File: src/rtl/lsu_agu_pkg.sv
package lsu_agu_pkg;
   // Byte width of one bus lane.
   localparam int unsigned LANE_BITS = 8;

   // Control bits of one access, as captured with the request.
   typedef struct packed {
      logic pre;
      logic up;
      logic byte_sz;
      logic wback;
   } agu_mode_t;
endpackage

File: src/rtl/lsu_offset_unit.sv
module lsu_offset_unit #(
   parameter int unsigned ADDR_W = 32,
   parameter int unsigned IMM_W  = 12
) (
   input  logic [ADDR_W-1:0] base,
   input  logic [IMM_W-1:0]  imm,
   input  logic [ADDR_W-1:0] reg_off,
   input  logic              use_imm,
   input  lsu_agu_pkg::agu_mode_t mode,
   output logic [ADDR_W-1:0] xfer_addr,
   output logic [ADDR_W-1:0] next_base
);
   localparam int unsigned PAD_W = ADDR_W - IMM_W;

   logic [ADDR_W-1:0] imm_ext;
   logic [ADDR_W-1:0] off;

   // Zero-extend the immediate to the address width.
   generate
      if (PAD_W > 0) begin : g_pad
         assign imm_ext = {{PAD_W{1'b0}}, imm};
      end else begin : g_nopad
         assign imm_ext = imm[ADDR_W-1:0];
      end
   endgenerate

   assign off       = use_imm ? imm_ext : reg_off;
   assign next_base = mode.up ? (base + off) : (base - off);
   assign xfer_addr = mode.pre ? next_base : base;
endmodule

File: src/rtl/lsu_lane_gen.sv
module lsu_lane_gen #(
   parameter int unsigned ADDR_W = 32,
   parameter int unsigned LANES  = 4
) (
   input  logic [ADDR_W-1:0] xfer_addr,
   input  logic              byte_sz,
   output logic [ADDR_W-1:0] bus_addr,
   output logic [LANES-1:0]  lane_en
);
   localparam int unsigned LSB_W = $clog2(LANES);

   // A word access is aligned; a byte access keeps its low bits.
   assign bus_addr = byte_sz ? xfer_addr
                             : {xfer_addr[ADDR_W-1:LSB_W], {LSB_W{1'b0}}};

   generate
      for (genvar k = 0; k < LANES; k++) begin : g_lane
         assign lane_en[k] = byte_sz ? (xfer_addr[LSB_W-1:0] == LSB_W'(k)) : 1'b1;
      end
   endgenerate
endmodule

File: src/rtl/lsu_load_align.sv
module lsu_load_align #(
   parameter int unsigned DATA_W = 32
) (
   input  logic [DATA_W-1:0]                 rdata,
   input  logic [$clog2(DATA_W/8)-1:0]       lane_idx,
   input  logic                              byte_sz,
   output logic [DATA_W-1:0]                 load_data
);
   localparam int unsigned LANES = DATA_W / lsu_agu_pkg::LANE_BITS;

   logic [7:0] lane_byte [LANES];

   generate
      for (genvar k = 0; k < LANES; k++) begin : g_split
         assign lane_byte[k] = rdata[8*k +: 8];
      end
   endgenerate

   assign load_data = byte_sz ? {{(DATA_W-8){1'b0}}, lane_byte[lane_idx]} : rdata;
endmodule

File: src/rtl/lsu_agu.sv
module lsu_agu #(
   parameter int unsigned ADDR_W = 32,
   parameter int unsigned DATA_W = 32,
   parameter int unsigned IMM_W  = 12
) (
   input  logic                       clk,
   input  logic                       rst_n,
   input  logic                       req_valid,
   input  logic [ADDR_W-1:0]          base_addr,
   input  logic [IMM_W-1:0]           imm_off,
   input  logic [ADDR_W-1:0]          reg_off,
   input  logic                       off_is_imm,
   input  logic                       pre_index,
   input  logic                       add_off,
   input  logic                       byte_xfer,
   input  logic                       wb_req,
   input  logic [DATA_W-1:0]          rd_data,
   output logic                       out_valid,
   output logic [ADDR_W-1:0]          bus_addr,
   output logic [ADDR_W-1:0]          wb_value,
   output logic                       wb_en,
   output logic                       size_byte,
   output logic [DATA_W/8-1:0]        lane_en,
   output logic [DATA_W-1:0]          load_data
);
   import lsu_agu_pkg::*;

   localparam int unsigned LANES = DATA_W / LANE_BITS;
   localparam int unsigned LSB_W = $clog2(LANES);

   // Elaboration-time parameter checks.
   generate
      if ((DATA_W % LANE_BITS) != 0 || LANES < 2 || (1 << LSB_W) != LANES) begin : g_bad_data
         $error("lsu_agu: DATA_W must be a power-of-two multiple of 8, at least 16");
      end
      if (IMM_W == 0 || IMM_W > ADDR_W) begin : g_bad_imm
         $error("lsu_agu: IMM_W must be between 1 and ADDR_W");
      end
      if (ADDR_W <= LSB_W) begin : g_bad_addr
         $error("lsu_agu: ADDR_W too small for the lane count");
      end
   endgenerate

   agu_mode_t         mode;
   logic [ADDR_W-1:0] xfer_addr;
   logic [ADDR_W-1:0] next_base;
   logic [ADDR_W-1:0] bus_addr_d;
   logic [LANES-1:0]  lane_en_d;
   logic [LSB_W-1:0]  lane_idx_q;

   assign mode = '{pre: pre_index, up: add_off, byte_sz: byte_xfer, wback: wb_req};

   lsu_offset_unit #(.ADDR_W(ADDR_W), .IMM_W(IMM_W)) u_offset (
      .base      (base_addr),
      .imm       (imm_off),
      .reg_off   (reg_off),
      .use_imm   (off_is_imm),
      .mode      (mode),
      .xfer_addr (xfer_addr),
      .next_base (next_base)
   );

   lsu_lane_gen #(.ADDR_W(ADDR_W), .LANES(LANES)) u_lanes (
      .xfer_addr (xfer_addr),
      .byte_sz   (mode.byte_sz),
      .bus_addr  (bus_addr_d),
      .lane_en   (lane_en_d)
   );

   // Registered access results; held between requests.
   always_ff @(posedge clk or negedge rst_n) begin
      if (!rst_n) begin
         out_valid  <= 1'b0;
         bus_addr   <= '0;
         wb_value   <= '0;
         wb_en      <= 1'b0;
         size_byte  <= 1'b0;
         lane_en    <= '0;
         lane_idx_q <= '0;
      end else begin
         out_valid <= req_valid;
         if (req_valid) begin
            bus_addr   <= bus_addr_d;
            wb_value   <= next_base;
            wb_en      <= mode.wback | ~mode.pre;
            size_byte  <= mode.byte_sz;
            lane_en    <= lane_en_d;
            lane_idx_q <= xfer_addr[LSB_W-1:0];
         end
      end
   end

   lsu_load_align #(.DATA_W(DATA_W)) u_align (
      .rdata     (rd_data),
      .lane_idx  (lane_idx_q),
      .byte_sz   (size_byte),
      .load_data (load_data)
   );

   // strobe follows an accepted request by one cycle
   a_r9_valid_follows_req: assert property (@(posedge clk) disable iff (!rst_n)
      out_valid == $past(req_valid));

   // a post-indexed access always updates the base
   a_r5_post_writes_back: assert property (@(posedge clk) disable iff (!rst_n)
      (out_valid && !$past(pre_index)) |-> wb_en);

   // word accesses are aligned and use every lane
   a_r6_word_aligned: assert property (@(posedge clk) disable iff (!rst_n)
      (out_valid && !size_byte) |-> (bus_addr[LSB_W-1:0] == '0 && &lane_en));

   // byte accesses enable a single lane
   a_r7_one_lane: assert property (@(posedge clk) disable iff (!rst_n)
      (out_valid && size_byte) |-> ($countones(lane_en) == 1 && lane_en[bus_addr[LSB_W-1:0]]));

   // byte loads are zero-extended
   a_r8_byte_zero_ext: assert property (@(posedge clk) disable iff (!rst_n)
      (out_valid && size_byte) |-> (load_data[DATA_W-1:8] == '0));

   // a post-indexed word transfer uses the aligned base
   a_r2_post_uses_base: assert property (@(posedge clk) disable iff (!rst_n)
      (out_valid && !$past(pre_index) && !size_byte) |->
         (bus_addr[ADDR_W-1:LSB_W] == $past(base_addr[ADDR_W-1:LSB_W])));
endmodule

File: config.mk
export PLATFORM = sky130hd
export DESIGN_NAME = lsu_agu
export DESIGN_NICKNAME = d
export VERILOG_FILES = /design/src/rtl/lsu_agu_pkg.sv /design/src/rtl/lsu_offset_unit.sv /design/src/rtl/lsu_lane_gen.sv /design/src/rtl/lsu_load_align.sv /design/src/rtl/lsu_agu.sv
export SDC_FILE = /design/constraint.sdc
export NUM_CORES = 1
export LEC_CHECK = 0
export ABC_CLOCK_PERIOD_IN_PS = 2100
export BUFFER_PORTS_ARGS = -buffer_cell sky130_fd_sc_hd__buf_4
export CORE_UTILIZATION = 35
export CTS_BUF_LIST = sky130_fd_sc_hd__clkbuf_8
export CTS_CLUSTER_SIZE = 30
export DETAILED_ROUTE_END_ITERATION = 6
export GPL_TIMING_DRIVEN = 0
export PLACE_DENSITY = 0.69
export REMOVE_ABC_BUFFERS = 1
export SLEW_MARGIN = 25
export SYNTH_ARGS = -nofsm -noshare
export SYNTH_HDL_FRONTEND = slang
export SYNTH_SLANG_ARGS = --single-unit
File: constraint.sdc
create_clock -name clk -period 2.1 [get_ports clk]
set_clock_uncertainty 0.15 [all_clocks]
set_input_delay 0.42 -clock clk [delete_from_list [all_inputs] [get_ports clk]]
set_output_delay 0.42 -clock clk [all_outputs]
set_load 0.01 [all_outputs]
==> results of run 1 <==
==> critical path, delay by kind of cell <==
| family | cells | cell delay [ns] |
|---|---|---|
| AO/OA/AOI/OAI | 7 | 1.09 |
| XOR/XNOR | 1 | 0.24 |
| adder cells (fa/ha/maj) | 1 | 0.32 |
| buffers and inverters | 1 | 0.13 |
| multiplexers | 1 | 0.11 |
| AND/OR/NAND/NOR | 8 | 1.90 |
==> what timing repair did <==
action                                 4_1_cts  5_1_grt
hold buffers                                 0        1
setup endpoints to repair                  100       89
gates cloned                                 4        0
endpoints found under the hold margin        0       58
resized for setup                          179       99
pin swaps                                  115       66
buffers inserted                            56       34
==> cells by family after synthesis <==
logic type,after synthesis,share of synthesized area [%]
adder cells (fa/ha/maj),40,8.04
AO/OA/AOI/OAI,212,20.8
XOR/XNOR,46,6.38
buffers and inverters,55,3.53
multiplexers,77,12.8
AND/OR/NAND/NOR,239,19.5
flip-flops,73,28.9
==> synth_stat cells (16+ instances only) <==
cell	count
mux2_2	32
xnor2_1	33
nand2_1	37
mux2i_1	45
nor2b_1	34
clkbuf_1	22
a21oi_1	95
a31oi_1	16
dfrtp_1	73
nor3_1	18
inv_1	16
ha_1	39
o21ai_0	31
nor2_1	92
==> metrics by stage <==
| stage | setup slack [ns] | utilization [%] | power, mW |
|---|---|---|---|
| 2_1_floorplan | -2.06 | - | 3.58 |
| 3_3_place_gp | -3.30 | 46.2 | 4.87 |
| 3_5_place_dp | -3.36 | 46.2 | 4.91 |
| 4_1_cts | -1.84 | 54.9 | 6.77 |
| 5_1_grt | -2.14 | 59.4 | 7.66 |
| 6_report | -1.98 | 59.4 | 7.26 |
==> sequential cells by signal, summed over array words and instances, names as in the netlist <==
register and cells:
bus_addr 32, lane_en 4, lane_idx_q 2, out_valid 1
size_byte 1, wb_en 1, wb_value 32
==> worst paths after layout <==
path,end,slack [ns],depth (start not counted)
max,bus_addr[31],-1.98,19
min,lane_en[0],0.10,2
max reg2reg,lane_idx_q[0],1.00,3
min reg2reg,lane_en[3],0.36,1
max in group asynchronous,size_byte,0.75,2
min in group asynchronous,out_valid,0.49,2
==> layout make-up <==
type,instances,area share (%)
clock buffer,9,1.19
timing repair buffer,312,25.1
sequential,73,17.7
timing repair inverter,1,0.0482
clock inverter,7,0.771
tap,225,2.71
inverter,16,0.615
multi-input combinational,614,51.9
==> routing by layer <==
| metal | track usage (%) | routed length [um] | up-vias |
|---|---|---|---|
| met3 | 5.63 | 1210 | 60 |
| met2 | 38.9 | 11400 | 216 |
| met5 | 0 | 0 | - |
| met4 | 7.10 | 717 | 0 |
| met1 | 29.3 | 9800 | 3316 |
| li1 | - | - | 3242 |
==> power by group <==
| group | internal [mW] | leakage, nW | switching (mW) | total, mW |
|---|---|---|---|---|
| Sequential | 1.78 | 0.831 | 0.218 | 1.99 |
| Combinational | 2.10 | 3.68 | 1.95 | 4.04 |
| Clock | 0.651 | 0.118 | 0.574 | 1.22 |
| Total | 4.52 | 4.63 | 2.74 | 7.26 |
==> flow_summary.ini, run 1 <==
[critical_path]
slowest_delay_ns = 0.53
path_class = primary input to flop
arrival_ns = 4.24
r2r-start = lane_idx_q[0]
end_kind = flop
crit_chain = buf_16 -> nor4_4 -> a21oi_4 -> nor4b_4 -> and2_4 -> nor2_4 -> nor2_4 -> a31oi_1 -> o21a_1 -> ha_4 -> nand4_1 -> a21oi_1 -> nor2_1 -> or4_4 -> a221oi_4 -> a221oi_2 -> xnor2_1 -> mux2i_1 -> a21oi_1
worstPathRequired_ns = 2.26
cp-startpoint = off_is_imm
path_max_fanout = 7
crit_slowest_cell = or4_4
critPathLaunchType = primary input

[synthesis]
async_flop_share_pct = 100
synth_edf_count = 0
synth_top_cell_area_share_pct = 28.9
synthFlopType = dfrtp_1
synth_area_per_cell_sq_um = 8.51
syn-cell-area_sq_um = 6320
synth_cells = 742
synth_top_area_cell = dfrtp_1
yosysSeqAreaShare_pct = 28.9
synth.distinct_cells = 65
ys_top_cells_by_area = dfrtp_1 29%, ha_1 7.7%, a21oi_1 7.5%
synth-seq-cells = 73
yosysWarnings = 0

[sta]
holdWs_ns = 0.101
slew_headroom_pct = 42.2
period_needed_ns = 4.08
max_freq_ghz = 0.245
maxSlewViolCount = 0
final_hold_viol_count = 0
timing.final.crit_share_pct = 194
worst_slack_ns = -1.98
setup_violations = 73
rsz0062_at_grt = yes
tightest_slew_ns = 0.867
fin_tns_setup_ns = -82.13

[clock_tree]
cts_htree_levels = 3
cts.clk_slew.worst_paths_ns = 0.08
clkSinkCount = 73
cts_tree = built
clk_path_buf_depth = 2
root_buffer = clkbuf_8
clk_latency_ns = 0.37
cts_buffers = 9

[global_routing]
grt_pass1_vias = 6404
grt_usage_pct = 23.2
gr-total-overflow = 0
grt_max_degree = 114
grt_pass1_wl_mm = 33.6
antenna_found_initial = 0

[placed_design]
globalplace.congestion = 0.884
placed_area_sq_um = 8080
post-dp-hpwl_mm = 14.5
place_inst = 1146
io_buffers = 218

[cells_and_area]
mostFrequentLayoutCells = 263 x buf_4, 84 x nor2_1, 70 x dfrtp_1
fin_cells = 1257
fill_cells = 1481
multi_input_area_sq_um = 5390
regArea_sq_um = 1830
drive_gt1_share_pct = 51.5
stdcell_area_sq_um = 10400
final_common_cell = buf_4
area_growth_syn_to_layout_pct = 64.3
fin_nets = 1183
num_antenna_cells = 0

[pwr]
leakagePower_nw = 4.63
irDropWorstVdd_mv = 0.454
power.density_nw_per_um2 = 699

[worst_hold_path]
hold_start = byte_xfer
hp-class = primary input to flop

[outcome]
status = finished with violations
violations = setup timing

[drt]
wire_per_inst_um = 18.4
ant_nets = 0
routed_wl_mm = 23.1
dr.pass1.iters = 5
viasPerCell = 5.44
drc = 0
vias = 6834
drtIter0Drc = 391

[floorplan]
rows = 48
die_h_um = 136
ios = 219
fp.coreArea_sq_um = 17500
start_util_pct = 36.1
die_x_um = 136
die_area_sq_um = 18600

[flow_run]
max_cap_viol_count = 0
No activity file was read; power rests on OpenSTA's default activity.
==> run 2, diff against run 1 <==
--- a/config.mk
+++ b/config.mk
@@ -5,8 +5,10 @@
 export SDC_FILE = /design/constraint.sdc
 export NUM_CORES = 1
 export LEC_CHECK = 0
+export ABC_AREA = 1
 export ABC_CLOCK_PERIOD_IN_PS = 2100
 export BUFFER_PORTS_ARGS = -buffer_cell sky130_fd_sc_hd__buf_4
+export CORE_ASPECT_RATIO = 1.25
 export CORE_UTILIZATION = 35
 export CTS_BUF_LIST = sky130_fd_sc_hd__clkbuf_8
 export CTS_CLUSTER_SIZE = 30
==> flow_summary.ini, run 2 <==
[clock_tree]
cts_htree_levels = 3
clk_path_buf_depth = 2
cts.clk_slew.worst_paths_ns = 0.08
clk_latency_ns = 0.36
root_buffer = clkbuf_8
clkSinkCount = 73
cts_tree = built
cts_buffers = 9

[synthesis]
ys_top_cells_by_area = dfrtp_1 27%, nand2_1 17%, nor2_1 8.7%
yosysSeqAreaShare_pct = 26.9
synth_area_per_cell_sq_um = 6.34
synth_edf_count = 0
synth.distinct_cells = 37
synth-seq-cells = 73
synth_top_area_cell = dfrtp_1
synth_cells = 1072
synth_top_cell_area_share_pct = 26.9
post-synth-top-count-cell = nand2_1
synthTopCellsByCount = 304 x nand2_1, 158 x nor2_1, 128 x inv_1, 73 x dfrtp_1, 69 x o21ai_0
async_flop_share_pct = 100
yosysWarnings = 0
syn-cell-area_sq_um = 6790
synthFlopType = dfrtp_1

[drt]
dr.pass1.iters = 5
ant_nets = 0
drtIter0Drc = 441
vias = 8172
routed_wl_mm = 26.5
wire_per_inst_um = 16.7
drc = 0
viasPerCell = 5.15

[critical_path]
path_max_fanout = 8
r2r_slack_ns = 0.87
worstPathRequired_ns = 2.21
path_class = primary input to flop
end_kind = flop
arrival_ns = 3.33
critPathLaunchType = primary input

[cells_and_area]
area_growth_syn_to_layout_pct = 70.0
mostFrequentLayoutCells = 271 x buf_4, 217 x nand2_1, 121 x nor2_1
fin_cells = 1587
num_antenna_cells = 0
final_common_cell = buf_4
fin_nets = 1506
drive_gt1_share_pct = 49.7
top_regs = bus_addr (32), wb_value (32), lane_en (4)

[floorplan]
rows = 56
start_util_pct = 35.9
die_area_sq_um = 20000
fp.coreArea_sq_um = 18900
ios = 219
die_x_um = 127
die_h_um = 158

[placed_design]
post-dp-hpwl_mm = 17.3
globalplace.congestion = 0.901
place_inst = 1485
io_buffers = 218
dp_slack_ns = -2.14

[sta]
worst_slack_ns = -1.11
maxSlewViolCount = 0
slew_headroom_pct = 53.2
period_needed_ns = 3.21
max_freq_ghz = 0.311
setup_violations = 58
holdWs_ns = 0.131
timing.final.crit_share_pct = 153
fin_tns_setup_ns = -45.11
rsz0062_at_grt = yes
final_hold_viol_count = 0
tightest_slew_ns = 0.702

[pwr]
clkPwrFrac_pct = 13.9
irDropWorstVdd_mv = 0.393
leakagePower_nw = 5.58
power.share.sequential_pct = 25.5
pwr-share-comb_pct = 60.6
swShare_pct = 43.2
power.density_nw_per_um2 = 639
switching_power_mw = 3.19
p_int_mw = 4.19

[global_routing]
grt_max_degree = 74
antenna_found_initial = 0
grt_pass1_wl_mm = 36.8
grt_busiest_layer = met2
grt_pass1_vias = 7341
gr-total-overflow = 0
grt_use_met2_pct = 43.3
grt_use_met1_pct = 27.4
met3_usage_pct = 4.56
grt_usage_pct = 23.6

[flow_run]
max_cap_viol_count = 0

[outcome]
violations = setup timing
status = finished with violations

[worst_hold_path]
hp-class = primary input to flop
[run 2: changes by cell type after synthesis, moves of 16 or more]
cell / previous run / this run
nor2b_1: 34 / 0
nand3_1: 8 / 42
mux2_2: 32 / 0
nand2_1: 37 / 304
a21oi_1: 95 / 61
nor2_1: 92 / 158
nand2_2: 0 / 16
inv_1: 16 / 128
o21ai_0: 31 / 69
mux2i_1: 45 / 0
[run 2: cells by family after synthesis]
logic type                 share of synthesized area, %
adders and majority gates                          7.48
DFF                                                26.9
xor gates and xnor gates                           6.06
AOI/OAI and AO/OA                                  14.9
and+or+nand+nor                                    34.6
buffers and inverters                              10.1
[run 2: cell type report]
cell class              count  area, sq um
inverters                 131          531
fillers                  1661         7370
clock buffers               9          124
flip-flops and latches     73         1830
multi-input cells         830         6240
repair inverters            2         13.8
repair buffers            303         2480
clock inverters             7         41.3
well taps                 232          290
[run 2: critical path, cell delays in order]
cell and delay [ns]:
buf_16 0.12, inv_12 0.04, buf_12 0.14, nand2_4 0.06, nand2_4 0.07, nor2_4 0.10
nand2_2 0.06, nor2_2 0.17, nand2_4 0.11, nor2_4 0.20, a21oi_2 0.13, xor2_4 0.19
buf_4 0.16, ha_4 0.27, nand2_4 0.07, nor2_4 0.15, inv_2 0.09, nor2_4 0.14
nand3_1 0.17, nand2_1 0.11, nand2_1 0.06, nand2_2 0.09, nand2_1 0.06, nand2_1 0.09
nand2_1 0.04
[run 2: repair_timing]
action                     CTS  global route
cloned                       5             0
resized for setup          212           289
hold buffers                 0             1
buffers inserted            42            40
setup endpoints to repair   75            72
hold endpoints to repair     0            42
pin swaps                   90           127
[run 2: final timing paths]
path,start,to,cells after the start
max,off_is_imm,bus_addr[26],25
min,byte_xfer,size_byte,3
max reg2reg,lane_idx_q[0],lane_idx_q[0],4
min reg2reg,wb_value[13],wb_value[13],2
max in group asynchronous,rst_n,size_byte,2
min in group asynchronous,rst_n,bus_addr[21],2
[run 2: metrics by stage]
step                cell area [sq um]  utilization, %  total power [mW]
CTS                             10000            53.0              6.38
floorplan                        6600               -              3.46
global route                    11500            61.0              7.79
detailed placement               8550            45.2              4.70
global placement                 8530            45.1              4.66
finish                          11500            61.0              7.38
[run 2: power by group through the flow]
stage | clock network (mW) | registers (mW) | logic, mW
2_1_floorplan | 0 | 2.02 | 1.44
3_3_place_gp | 0 | 1.91 | 2.75
3_5_place_dp | 0 | 1.91 | 2.78
4_1_cts | 1.02 | 1.88 | 3.48
5_1_grt | 1.08 | 1.92 | 4.79
6_report | 1.02 | 1.88 | 4.47
[run 2: layer usage]
layer	vias up	wire [um]
met5	-	0
met4	0	703
met3	49	1540
met2	305	14100
met1	3861	10100
li1	3957	-
